===== config.mk =====
export PLATFORM = sky130hd
export DESIGN_NAME = alu4
export DESIGN_NICKNAME = d
export VERILOG_FILES = /design/src/rtl/alu4.sv
export SDC_FILE = /design/constraint.sdc
export NUM_CORES = 1
export LEC_CHECK = 0
export BUFFER_PORTS_ARGS = -buffer_cell sky130_fd_sc_hd__buf_2
export CORE_AREA = 10 10 47 49
export DETAILED_ROUTE_END_ITERATION = 16
export DIE_AREA = 0 0 57 59
export MAX_ROUTING_LAYER = met4
export PLACE_DENSITY_LB_ADDON = 0.12
export SETUP_SLACK_MARGIN = 0.5
export SLEW_MARGIN = 15
export SYNTH_ARGS = -nofsm -noshare
export SYNTH_HDL_FRONTEND = slang
export SYNTH_SLANG_ARGS = --single-unit

===== constraint.sdc =====
create_clock -name vclk -period 3.1
set_input_delay 0 -clock vclk [all_inputs]
set_output_delay 0 -clock vclk [all_outputs]
set_load 0.005 [all_outputs]

===== src/rtl/alu4.sv =====
module alu4 #(
  parameter int W = 4
) (
  input  logic [W-1:0] a,
  input  logic [W-1:0] b,
  input  logic         cin,
  input  logic [2:0]   sel,
  output logic [W-1:0] f,
  output logic         cout,
  output logic         ovr
);
  localparam logic [2:0] OP_CLR = 3'b000;
  localparam logic [2:0] OP_BMA = 3'b001;
  localparam logic [2:0] OP_AMB = 3'b010;
  localparam logic [2:0] OP_ADD = 3'b011;
  localparam logic [2:0] OP_XOR = 3'b100;
  localparam logic [2:0] OP_OR  = 3'b101;
  localparam logic [2:0] OP_AND = 3'b110;

  logic [W-1:0] x, y, s;
  logic [W:0]   c;
  logic         arith;

  assign arith = (sel == OP_ADD) || (sel == OP_BMA) || (sel == OP_AMB);
  assign x     = (sel == OP_BMA) ? b : a;
  assign y     = (sel == OP_BMA) ? ~a : (sel == OP_AMB) ? ~b : b;
  assign c[0]  = cin;

  for (genvar i = 0; i < W; i++) begin : g_fa
    assign s[i]   = x[i] ^ y[i] ^ c[i];
    assign c[i+1] = (x[i] & y[i]) | (x[i] & c[i]) | (y[i] & c[i]);
  end

  always_comb begin
    case (sel)
      OP_CLR:                 f = '0;
      OP_BMA, OP_AMB, OP_ADD: f = s;
      OP_XOR:                 f = a ^ b;
      OP_OR:                  f = a | b;
      OP_AND:                 f = a & b;
      default:                f = '1;
    endcase
  end

  assign cout = arith & c[W];
  assign ovr  = arith & (c[W] ^ c[W-1]);
endmodule


==> results by group <==
Status
  – Run status: complete, no violations

Finish
  – Final Instance Area: approximately 760 µm²
  – Sequential cells: 0
  – Storage element area: 0 µm²
  – Post-Layout Cell Count: roughly 110
  – Clock buffers: 0
  – Share of layout cells above drive strength 1: between 40% and 50%
  – Net count, final: between 100 and 150
  – Ant diodes: 0
  – P&R area growth vs syn: 39.0%

Floorplan
  – Initial Util: around 39%
  – Placeable Area: roughly 1400 µm²
  – Die W: roughly 57 µm
  – Top-level port count: 18
  – Die Y: just under 60 µm
  – Cell Rows: 14
  – Die area: 3360 µm²

Global route
  – Total gr overflow: 0
  – Total track usage: around 7.5%
  – Largest net degree at the start of global routing: 17
  – Initial antenna violation count: 0
  – First-pass GRT wire length: roughly 2200 µm
  – Vias in the first global route: about 530

Timing
  – Slew margin rel.: 78.0%
  – Slew @ Worst Pin: between 300 and 400 ps
  – Unrepaired setup endpoints after global routing: true
  – Period utilization: around four fifths
  – Setup TNS: 0 ps
  – Crit path time final: about 2500 ps
  – Finish-stage setup viols: 0
  – Maximum operating frequency: 403 MHz
  – Final Max Slew Viols: 0
  – Final hold vios: 0

Logic synthesis
  – Top cells by count, synth: inv_1 (12), ha_1 (8), o21ai_0 (7), o22ai_1 (6)
  – Synth unique cells: 28
  – Post-synthesis cell area: approximately 550 µm²
  – Yosys top cell area share: about 18%
  – Mapped Cells: 69
  – Net Count, Synth: 93
  – Synth area leader: ha_1
  – Seq/Total Area, Yosys: 0%
  – Most common cell in the synthesized netlist: inv_1
  – Synth top area cells: ha_1 (18%), fa_1 (15%), inv_1 (8.3%), mux2i_1 (7.3%), o22ai_1 (6.9%)
  – Syn avg cell area: 7.91 µm²
  – Yosys warns: 0

Worst hold path
  – Depth of the worst hold-timing path: 4
  – Hold path start: sel[1]
  – Tightest Hold Check Type: input pin to output port
  – Hold Path End: f[2]

Detailed routing
  – Via-to-Cell Ratio: 5.22
  – First DRT Iteration DRCs: 6
  – WL/cell: approximately 13 µm
  – # DRC: 0
  – DR vias: between 500 and 600
  – Drt first pass iters: 4
  – Post-route ant nets: 0
  – Final wirelength: 1410 µm

Placement
  – Routability cong.: approximately 0.76
  – Hpwl dp: around 1100 µm
  – IO Port Bufs: 18
  – DP Cell Count: 100
  – Dpl cell area: approximately 630 µm²

Worst setup path
  – Crit path launch type: input pin
  – Data required, critical path: 3100 ps
  – CP arrival: between 2000 and 2500 ps
  – Worst Setup End Kind: output port
  – Crit Path Class: input pin to output port
  – Crit-path max FO: 9

Power and ir drop
  – Pwr Total: approximately 0.13 mW
  – LEAKAGE: roughly 0.36 nW
  – Pwr Density: between 150 and 200 nW/µm²
  – Max VDD drop: between 0.00007 and 0.00008 V

Clock network
  – Post-CTS Hold Fix Bufs: 0

Run
  – Max-cap violations: 0
-- placed cells by master, fill, tap and decap left out --
master,synthesis,final
buf_2,1,16
inv_1,12,10
ha_1,8,8
buf_4,1,8
o21ai_0,7,7
o22ai_1,6,5
mux2i_1,4,4
fa_2,0,4
a22oi_1,4,3
nand2_1,2,2
nor2b_1,2,2
a211oi_1,2,2
inv_2,0,2
buf_12,0,2
or2b_1,1,1
nand2b_2,1,1
a21oi_4,0,1
and2b_4,1,1
and2b_1,1,1
nor2_4,1,1
mux2_2,1,1
o221ai_1,1,1
nor2_1,1,1
o32ai_1,1,1
a22oi_2,0,1
o22ai_2,0,1
or2_2,1,1
a21oi_1,1,1
nor3b_1,1,1
xnor2_2,0,1
nor3_1,1,1
-- area by class of cell --
cell class	count	area, µm²
repair buffers	26	180
fillers	140	643
multi-input cells	54	513
inverters	12	45.0
well taps	16	20.0
-- worst max-delay path by stage --
stage | startpoint | end | slack, ps | cells past startpoint
4_1_cts | sel[0] | f[3] | 510 | 13
3_3_place_gp | sel[1] | ovr | 360 | 13
6_report | sel[0] | f[3] | 620 | 13
5_1_grt | sel[1] | f[3] | 490 | 13
2_1_floorplan | sel[0] | f[3] | 830 | 12
3_5_place_dp | sel[1] | f[3] | 320 | 13
-- critical path: stages --
cell     delay [ps]
buf_12          110
or2b_1          260
a21oi_4         180
o22ai_2          90
fa_2            350
inv_2            60
fa_2            180
inv_2            40
fa_2            370
fa_2            520
o21ai_0          80
o22ai_1         100
buf_2           130
-- metrics by stage --
| stage | hold slack, ps | setup WS (ps) | utilization [%] |
|---|---|---|---|
| finish | 373 | 621 | 54.1 |
| global route | 409 | 488 | 54.1 |
| CTS | 429 | 506 | 47.7 |
| detailed placement | 466 | 318 | 45.1 |
| global placement | 461 | 358 | 45.1 |
| floorplan | 78.6 | 827 | - |
-- metal layers --
metal | track usage, % | routed length (µm) | up-vias
met4 | 0 | 0 | 0
met3 | 0.858 | 35 | 0
li1 | - | - | 290
met1 | 9.08 | 696 | 264
met2 | 13.6 | 675 | 10
met5 | - | 0 | -
-- cells by family (layout without fill, tap and decap cells) --
logic type | count (synthesis) | count (layout) | synth area share [%]
AOI/OAI and AO/OA | 23 | 23 | 27.3
xor gates and xnor gates | 1 | 1 | 1.61
adders and majority gates | 12 | 12 | 33.0
buffers and inverters | 15 | 38 | 12.6
muxes | 5 | 5 | 9.40
and+or+nand+nor | 13 | 13 | 16.1
-- power breakdown --
| part | internal [mW] | switching [mW] |
|---|---|---|
| combinational | 0.0662 | 0.0604 |
| sequential | 0 | 0 |
| clock | 0 | 0 |
-- timing repair --
action	in CTS	in global routing
endpoints found under the setup margin	3	2
pin swaps	2	4
setup buffers	2	6
gates resized for setup	6	12
Note: power is estimated with default switching activity, not from simulation.
